$ cat config.mk
export PLATFORM = sky130hd
export DESIGN_NAME = psram_burst_ctl
export DESIGN_NICKNAME = d
export VERILOG_FILES = /design/src/rtl/psram_pkg.sv /design/src/rtl/psram_down_timer.sv /design/src/rtl/psram_lane_map.sv /design/src/rtl/psram_burst_ctl.sv
export SDC_FILE = /design/constraint.sdc
export NUM_CORES = 1
export LEC_CHECK = 0
export ABC_CLOCK_PERIOD_IN_PS = 2600
export BUFFER_PORTS_ARGS = -buffer_cell sky130_fd_sc_hd__buf_2
export CAP_MARGIN = 0
export CORE_UTILIZATION = 40
export DETAILED_ROUTE_END_ITERATION = 8
export PLACE_DENSITY_LB_ADDON = 0.12
export SLEW_MARGIN = 20
export SYNTH_ARGS = -nofsm -noshare
export SYNTH_HDL_FRONTEND = slang
export SYNTH_SLANG_ARGS = --single-unit
$ cat constraint.sdc
create_clock -name clk -period 2.6 [get_ports clk]
set_input_delay 0.52 -clock clk [delete_from_list [all_inputs] [get_ports clk]]
set_output_delay 0.52 -clock clk [all_outputs]
set_load 0.01 [all_outputs]
$ cat src/rtl/psram_pkg.sv
package psram_pkg;
    typedef enum logic [2:0] {
        ST_BOOT,
        ST_IDLE,
        ST_ADDR,
        ST_XFER,
        ST_GAP
    } ctl_state_e;
endpackage

$ cat src/rtl/psram_down_timer.sv
// Loadable down-counter; busy while non-zero.
module psram_down_timer #(
    parameter int W       = 8,
    parameter int RST_VAL = 0
) (
    input  logic         clk,
    input  logic         rst_n,
    input  logic         load,
    input  logic [W-1:0] load_val,
    output logic         busy
);
    logic [W-1:0] cnt_d, cnt_q;

    always_comb begin
        cnt_d = cnt_q;
        if (load)
            cnt_d = load_val;
        else if (cnt_q != '0)
            cnt_d = cnt_q - 1'b1;
    end

    always_ff @(posedge clk or negedge rst_n) begin
        if (!rst_n) cnt_q <= W'(RST_VAL);
        else        cnt_q <= cnt_d;
    end

    assign busy = (cnt_q != '0);
endmodule

$ cat src/rtl/psram_lane_map.sv
// Byte-lane strobes and data drive enable, derived from registered state only.
module psram_lane_map #(
    parameter int LANES = 2
) (
    input  logic             ce_n,
    input  logic             wr,
    input  logic [LANES-1:0] be,
    output logic [LANES-1:0] lane_n,
    output logic             dq_oe
);
    for (genvar i = 0; i < LANES; i++) begin : g_lane
        assign lane_n[i] = ce_n | ~be[i];
    end
    assign dq_oe = ~ce_n & wr;
endmodule

$ cat src/rtl/psram_burst_ctl.sv
module psram_burst_ctl
    import psram_pkg::*;
#(
    parameter int CLK_PERIOD_NS = 10,
    parameter int CE_MAX_NS     = 8000,
    parameter int GAP_NS        = 5,
    parameter int STARTUP_CYC   = 150,
    parameter int ADDR_W        = 21,
    parameter int DATA_W        = 16,
    parameter int LEN_W         = 8
) (
    input  logic                clk,
    input  logic                rst_n,
    input  logic                req_valid,
    output logic                req_ready,
    input  logic                req_write,
    input  logic [ADDR_W-1:0]   req_addr,
    input  logic [LEN_W-1:0]    req_len,
    input  logic [DATA_W/8-1:0] req_be,
    input  logic [DATA_W-1:0]   wr_data,
    output logic                wr_take,
    output logic                rd_valid,
    output logic [DATA_W-1:0]   rd_data,
    output logic                rd_last,
    output logic                mem_clk_en,
    output logic                mem_ce_n,
    output logic                mem_adv_n,
    output logic                mem_oe_n,
    output logic                mem_we_n,
    output logic                mem_lb_n,
    output logic                mem_ub_n,
    output logic [ADDR_W-1:0]   mem_addr,
    output logic [DATA_W-1:0]   mem_dq_o,
    output logic                mem_dq_oe,
    input  logic [DATA_W-1:0]   mem_dq_i,
    input  logic                mem_wait
);
    localparam int LANES    = DATA_W / 8;
    localparam int LOW_MAX  = CE_MAX_NS / CLK_PERIOD_NS;
    localparam int GAP_RAW  = (GAP_NS + CLK_PERIOD_NS - 1) / CLK_PERIOD_NS;
    localparam int GAP_CYC  = (GAP_RAW < 1) ? 1 : GAP_RAW;
    localparam int LOW_W    = $clog2(LOW_MAX + 1);
    localparam int GAP_W    = $clog2(GAP_CYC + 1);
    localparam int BOOT_W   = $clog2(STARTUP_CYC + 2);

    typedef struct packed {
        ctl_state_e        st;
        logic [ADDR_W-1:0] addr;
        logic [LEN_W-1:0]  left;
        logic              wr;
        logic [LANES-1:0]  be;
        logic [LOW_W-1:0]  low;
        logic              fin;
        logic              ce_n;
        logic              adv_n;
        logic              oe_n;
        logic              we_n;
        logic              clk_en;
        logic              rd_valid;
        logic              rd_last;
        logic [DATA_W-1:0] rd_data;
    } ctl_s;

    ctl_s s_d, s_q;
    logic boot_busy, gap_busy, gap_load, launch, beat, burst_end;
    logic [LANES-1:0] lane_n;

    psram_down_timer #(.W(BOOT_W), .RST_VAL(STARTUP_CYC)) u_boot (
        .clk(clk), .rst_n(rst_n), .load(1'b0), .load_val('0), .busy(boot_busy)
    );

    psram_down_timer #(.W(GAP_W), .RST_VAL(0)) u_gap (
        .clk(clk), .rst_n(rst_n), .load(gap_load),
        .load_val(GAP_W'(GAP_CYC - 1)), .busy(gap_busy)
    );

    psram_lane_map #(.LANES(LANES)) u_lanes (
        .ce_n(s_q.ce_n), .wr(s_q.wr), .be(s_q.be), .lane_n(lane_n), .dq_oe(mem_dq_oe)
    );

    assign beat      = (s_q.st == ST_XFER) && !mem_wait;
    assign burst_end = (beat && (s_q.left == '0)) || (s_q.low == LOW_W'(LOW_MAX));

    always_comb begin
        s_d          = s_q;
        s_d.adv_n    = 1'b1;
        s_d.rd_valid = 1'b0;
        s_d.rd_last  = 1'b0;
        gap_load     = 1'b0;
        launch       = 1'b0;
        unique case (s_q.st)
            ST_BOOT: if (!boot_busy) s_d.st = ST_IDLE;
            ST_IDLE: if (req_valid) begin
                s_d.addr = req_addr;
                s_d.left = req_len;
                s_d.wr   = req_write;
                s_d.be   = req_be;
                launch   = 1'b1;
            end
            ST_ADDR: begin
                s_d.st   = ST_XFER;
                s_d.low  = s_q.low + 1'b1;
                s_d.oe_n = s_q.wr;
            end
            ST_XFER: begin
                if (beat) begin
                    s_d.addr = s_q.addr + 1'b1;
                    if (s_q.left != '0) s_d.left = s_q.left - 1'b1;
                    if (!s_q.wr) begin
                        s_d.rd_valid = 1'b1;
                        s_d.rd_data  = mem_dq_i;
                        s_d.rd_last  = (s_q.left == '0);
                    end
                end
                if (burst_end) begin
                    s_d.st     = ST_GAP;
                    s_d.fin    = beat && (s_q.left == '0);
                    s_d.ce_n   = 1'b1;
                    s_d.oe_n   = 1'b1;
                    s_d.we_n   = 1'b1;
                    s_d.clk_en = 1'b0;
                    gap_load   = 1'b1;
                end else begin
                    s_d.low = s_q.low + 1'b1;
                end
            end
            ST_GAP: if (!gap_busy) begin
                if (s_q.fin) s_d.st = ST_IDLE;
                else         launch = 1'b1;
            end
            default: s_d.st = ST_IDLE;
        endcase
        if (launch) begin
            s_d.st     = ST_ADDR;
            s_d.ce_n   = 1'b0;
            s_d.adv_n  = 1'b0;
            s_d.we_n   = ~s_d.wr;
            s_d.oe_n   = 1'b1;
            s_d.low    = LOW_W'(1);
            s_d.clk_en = 1'b1;
            s_d.fin    = 1'b0;
        end
    end

    always_ff @(posedge clk or negedge rst_n) begin
        if (!rst_n) begin
            s_q        <= '0;
            s_q.st     <= ST_BOOT;
            s_q.ce_n   <= 1'b1;
            s_q.adv_n  <= 1'b1;
            s_q.oe_n   <= 1'b1;
            s_q.we_n   <= 1'b1;
        end else begin
            s_q <= s_d;
        end
    end

    assign req_ready  = (s_q.st == ST_IDLE);
    assign wr_take    = beat && s_q.wr;
    assign rd_valid   = s_q.rd_valid;
    assign rd_data    = s_q.rd_data;
    assign rd_last    = s_q.rd_last;
    assign mem_clk_en = s_q.clk_en;
    assign mem_ce_n   = s_q.ce_n;
    assign mem_adv_n  = s_q.adv_n;
    assign mem_oe_n   = s_q.oe_n;
    assign mem_we_n   = s_q.we_n;
    assign mem_lb_n   = lane_n[0];
    assign mem_ub_n   = lane_n[LANES-1];
    assign mem_addr   = s_q.addr;
    assign mem_dq_o   = wr_data;
endmodule

==> results of run 1 <==
[Yosys cell counts, types with 7 or more instances]
master and instances:
nand2_1 26, a21oi_1 45, dfrtp_1 69, nor2_1 29, mux2_2 20, nand3_1 22
inv_1 14, o21ai_0 39, clkbuf_1 15, nor3_1 12, ha_1 7, dfstp_2 8
and3_1 8, buf_4 54, or3_1 9
[power groups by stage]
stage	combinational, µW	clock (µW)	sequential, µW
finish	2890	1120	2180
global route	3240	1200	2270
CTS	2920	1160	2180
detailed placement	2910	0	2200
global placement	2870	0	2180
floorplan	2420	0	2070
[worst paths after layout]
check / from / end / slack, ps / cells after the start
min reg2reg: rd_data[8]$_DFFE_PN0P_ / rd_data[8]$_DFFE_PN0P_ / 510 / 1
min: rst_n / mem_addr[3]$_DFFE_PN0P_ / 110 / 1
max in group asynchronous: rst_n / mem_ce_n$_DFFE_PN1P_ / 1810 / 2
min in group clk: req_addr[17] / mem_addr[17]$_DFFE_PN0P_ / 400 / 3
max: s_q[68]$_DFFE_PN0P_ / wr_take / 290 / 5
max reg2reg: s_q[66]$_DFFE_PN0P_ / s_q[33]$_DFFE_PN0P_ / 510 / 5
[cell families (layout without fill, tap and decap cells)]
kind of cell	after synthesis	after routing	share of synthesized area
buf+inv	86	143	0.121
mux	21	21	0.0538
compound gates	119	119	0.164
xor+xnor	7	7	0.0140
simple gates	146	146	0.184
fa+ha+maj	7	7	0.0200
flops	77	77	0.443
[through the flow]
stage           util  power [µW]  hold slack, ps
2_1_floorplan      -        4490             224
3_3_place_gp   0.447        5050             485
3_5_place_dp   0.447        5110             491
4_1_cts        0.471        6260             111
5_1_grt        0.471        6710             124
6_report       0.471        6200             112
[cell type report]
class | instances | area share
multi-input combinational | 300 | 0.386
timing repair buffer | 113 | 0.124
clock inverter | 4 | 0.0193
tap | 136 | 0.0345
sequential | 77 | 0.393
inverter | 14 | 0.0107
clock buffer | 12 | 0.0315
[flip-flops by register name, summed over array words and instances, names as in the netlist]
name          count
s_q              25
mem_addr         21
rd_data          16
u_boot.cnt_q      8
mem_adv_n         1
mem_ce_n          1
mem_clk_en        1
mem_oe_n          1
mem_we_n          1
rd_last           1
rd_valid          1
[placed cells by master (no fill, tap or decap), types with 11 or more instances in the layout]
cell type	instances
dfrtp_1	69
clkbuf_8	11
o21ai_0	39
inv_1	14
nand3_1	22
buf_2	99
nor3_1	12
mux2_2	20
nor2_1	29
a21oi_1	45
nand2_1	26
buf_4	13
[routing by layer]
layer / wire, µm / up-vias / track usage
li1: - / 1713 / -
met1: 4840 / 1696 / 0.254
met2: 4920 / 101 / 0.307
met3: 467 / 15 / 0.0441
met4: 160 / 0 / 0.0509
met5: 0 / - / 0
[worst register-to-register path, cell delays in order, from the launching register on]
cell and delay, ps:
dfrtp_1 460, or3b_1 430, o22ai_2 300, nand4_2 230, or4_1 450, a21oi_1 150
==> run metrics, run 1 <==
Placed Cells incl. Taps=640; largest delay contributor family on the critical path=flip-flops; Synth async-reset ratio=1.00; Final Net Count=590; crit-path max FO=14; Internal=3640 µW; Post-Route WL=10.4 mm; die span in x=107 µm; Syn Nets=538; dpl ws=404 ps; multi-input logic area=0.00190 mm²; synth-to-layout area growth=12.8%; fin worst setup slack=291 ps; area leader, netlist=dfrtp_1; FF/Latch Area=0.00194 mm²; global-route wire length before repair=17.1 mm; share of cells above drive strength 1=0.317; Leak=0.00224 µW; Vias=3,525; Max Cap Viol=0; Max Clk Rate=0.433 GHz; Worst Skew=9.85 ps; CTS Hold Bufs=0; clock share of power=0.181; RSZ-0062 raised after global routing=false; status=finished, final reports clean; io pins=133; DR iter-0 viols=167; switching share of power=0.412; Hold Path Class=input pin to async pin; 1st-pass router iterations=4; WL per Instance=15.8 µm; root buf cell=clkbuf_8; # resized after CTS=0; gr usage total=0.190; cts bufs inserted=9; EDFF count, synth=0; clk buf depth=2; relative max-transition margin=0.611; endpoints failing hold=0; post-route clock period utilization=0.888; Core Footprint=0.0105 mm²; Worst-Margin Slew=584 ps; startpoint types=flip-flop; Crit. End Element=output port; Cell Chain, Critical Path=nand2b_1 > a211oi_2 > buf_4 > and3_1 > buf_2; PD cells=1260 mW/mm²; full die area=0.0113 mm²; setup tns final=0 ps; Crit-path slowest cell=dfrtp_1; Critical Path RT=2080 ps; Rows=37; Initial Util=0.418; largest net degree at the start of global routing=46; CTS Sinks=77; combinational share of power=0.467; IO buf count=100; Seq/Total Area, Yosys=0.443; Flop pwr share=0.353; Post-DRT Antenna Nets=0; post-CTS setup buffer count=0; total grt overflow=0; Psw=2550 µW; Vias/cell=5.37; Synth Area per Inst=9.44 µm²; post-route cell area=0.00493 mm²; Yosys warning total=0; Unique masters post-synth=57; max incr delay on CP=450 ps; n_diodes=0; initial antenna violation count=0; Arr. time, crit path=1790 ps; H-tree Lvls=3; Post-Layout Cell Count=656; placed cell area=0.00468 mm²; Bufs and invs on worst path=2; fill cell count=1,052; Synth area leaders=dfrtp_1, buf_4, a21oi_1; Die Y=107 µm; clock latency on the worst-skew pair=350 ps; Post-synth top flop=dfrtp_1; synthesized flop and latch total=77; top-area cell type share of the netlist area=0.395; CTS tree=yes; Tmin final=2310 ps; Reg clk slew, reported paths=80 ps; Routability Congestion=0.823; vias in the first global route=3,377; worst vdd ir=470 µV; final setup fails=0; detailed placement HPWL=7.39 mm; remaining routing DRC violations=0; post-synthesis cell count=463; Crit Path Class=flip-flop to output port; Mapped Area=0.00437 mm²; Slew Viols, Final=0
(Power assumes the default switching activity.)
==> run 2, diff against run 1 <==
--- a/config.mk
+++ b/config.mk
@@ -5,7 +5,7 @@
 export SDC_FILE = /design/constraint.sdc
 export NUM_CORES = 1
 export LEC_CHECK = 0
-export ABC_CLOCK_PERIOD_IN_PS = 2600
+export ABC_CLOCK_PERIOD_IN_PS = 2800
 export BUFFER_PORTS_ARGS = -buffer_cell sky130_fd_sc_hd__buf_2
 export CAP_MARGIN = 0
 export CORE_UTILIZATION = 40
==> constraint.sdc (replaced) <==
create_clock -name clk -period 2.8 [get_ports clk]
set_input_delay 0.56 -clock clk [delete_from_list [all_inputs] [get_ports clk]]
set_output_delay 0.56 -clock clk [all_outputs]
set_load 0.01 [all_outputs]
==> run metrics, run 2 (same netlist as run 1, synthesis figures left out) <==
vias in the first global route=3,572 (was 3,377); gr usage total=0.192 (was 0.190); dpl ws=621 ps (was 404 ps); Core Footprint=0.0105 mm² (unchanged); Routability Congestion=0.827 (was 0.823); final setup fails=0 (unchanged); endpoints failing hold=0 (unchanged); startpoint types=flip-flop (unchanged); setup tns final=0 ps (unchanged); Final Net Count=589 (was 590); Largest Register=s_q (unchanged); 1st-pass router iterations=4 (unchanged); IO buf count=100 (unchanged); Worst-Margin Slew=592 ps (was 584 ps); Worst Skew=11.0 ps (was 9.85 ps); Slew Viols, Final=0 (unchanged); full die area=0.0113 mm² (unchanged); H-tree Lvls=3 (unchanged); met2 usage=0.317 (was 0.307); Bufs and invs on worst path=2 (unchanged); Crit Path Class=flip-flop to output port (unchanged); CTS Sinks=77 (unchanged); CTS tree=yes (unchanged); io pins=133 (unchanged); RSZ-0062 raised after global routing=false (unchanged); detailed placement HPWL=7.36 mm (was 7.39 mm); Leak=0.00221 µW (was 0.00224 µW); WL per Instance=15.4 µm (was 15.8 µm); # resized after CTS=0 (unchanged); met1 Use GR=0.244 (was 0.254); status=finished, final reports clean (unchanged); Initial Util=0.418 (unchanged); Hold Path Class=input pin to async pin (unchanged); Critical Path RT=2240 ps (was 2080 ps); Post-Route WL=10.1 mm (was 10.4 mm); root buf cell=clkbuf_8 (unchanged); Crit-path slowest cell=dfrtp_1 (unchanged); crit-path max FO=14 (unchanged); relative max-transition margin=0.604 (was 0.611); Rows=37 (unchanged); Crit. End Element=output port (unchanged); Max Cap Viol=0 (unchanged); die span in x=107 µm (unchanged); clock latency on the worst-skew pair=350 ps (about the same); Arr. time, crit path=1660 ps (was 1790 ps); Vias=3,561 (was 3,525); commonest non-fill, non-tap cells in the layout=buf_2, dfrtp_1, a21oi_1 (unchanged); worst vdd ir=388 µV (was 470 µV); Vias/cell=5.44 (was 5.37); synth-to-layout area growth=11.5% (was 12.8%); fin worst setup slack=584 ps (was 291 ps); largest net degree at the start of global routing=51 (was 46); Post-DRT Antenna Nets=0 (unchanged); CTS Hold Bufs=0 (unchanged); cts bufs inserted=9 (unchanged); n_diodes=0 (unchanged); Die Y=107 µm (unchanged); largest delay contributor family on the critical path=flip-flops (unchanged); initial antenna violation count=0 (unchanged); remaining routing DRC violations=0 (unchanged); share of cells above drive strength 1=0.316 (was 0.317); gr busiest metal=met2 (unchanged); clk buf depth=2 (unchanged); total grt overflow=0 (unchanged); PD cells=1140 mW/mm² (was 1260 mW/mm²); Max Clk Rate=0.451 GHz; commonest non-fill, non-tap cell in the layout=buf_2 (unchanged); post-CTS setup buffer count=0 (unchanged); number of flip-flops in the largest register=25 (unchanged); Cell Chain, Critical Path=and3b_1 > buf_4 > and3_1 > buf_2 (was nand2b_1 > a211oi_2 > buf_4 > and3_1 > buf_2); DR iter-0 viols=195 (was 167); Reg clk slew, reported paths=80 ps (about the same); post-route clock period utilization=0.791; max incr delay on CP=560 ps (was 450 ps); Tmin final=2220 ps; fill cell count=1,058 (was 1,052); global-route wire length before repair=17.3 mm (was 17.1 mm); GR Layer Usage met3=0.0417 (was 0.0441)
## run 2: cell types whose count changed in the layout (fill, tap and decap cells not counted)
cell	previous run	this run
bufinv_16	3	1
buf_4	13	12
inv_6	0	1
clkbuf_8	11	10
clkinvlp_4	0	2
## run 2: path summary, 6_finish.rpt
path	start	end	cells after the start	slack, ps
min	rst_n	mem_addr[3]$_DFFE_PN0P_	1	120
min in group clk	mem_dq_i[10]	rd_data[10]$_DFFE_PN0P_	2	440
max	s_q[67]$_DFFE_PN0P_	wr_take	4	580
min reg2reg	rd_data[12]$_DFFE_PN0P_	rd_data[12]$_DFFE_PN0P_	1	510
max in group asynchronous	rst_n	mem_adv_n$_DFF_PN1_	2	2020
max reg2reg	s_q[67]$_DFFE_PN0P_	rd_data[5]$_DFFE_PN0P_	5	670
## run 2: routing by layer
metal  routed length [µm]  up-vias
li1                     -     1721
met1                 4500     1729
met2                 4920       93
met3                  469       18
met4                  210        0
met5                    0        -
## run 2: power by group
group          internal, µW  leakage (µW)  switching (µW)
Combinational          1150       0.00118            1510
Clock                   438     0.0000959             416
Sequential             1590      0.000932             432
## run 2: through the flow
| stage | utilization | area, µm² | total power, µW | hold WS (ps) | std cells |
|---|---|---|---|---|---|
| 4_1_cts | 0.465 | 4870 | 5610 | 119 | 655 |
| 6_report | 0.465 | 4870 | 5530 | 120 | 655 |
| 3_5_place_dp | 0.446 | 4670 | 4730 | 485 | 639 |
| 3_3_place_gp | 0.446 | 4670 | 4670 | 486 | 639 |
| 2_1_floorplan | - | 4370 | 4170 | 264 | 463 |
| 5_1_grt | 0.465 | 4870 | 6060 | 129 | 655 |
## run 2: cell type report
cell class | count | area, µm² | share of cell area
multi-input cells | 300 | 1900 | 0.391
well taps | 136 | 170 | 0.0349
clock inverters | 5 | 58.8 | 0.0121
flip-flops and latches | 77 | 1940 | 0.398
repair buffers | 112 | 606 | 0.124
inverters | 14 | 52.6 | 0.0108
clock buffers | 11 | 141 | 0.0290
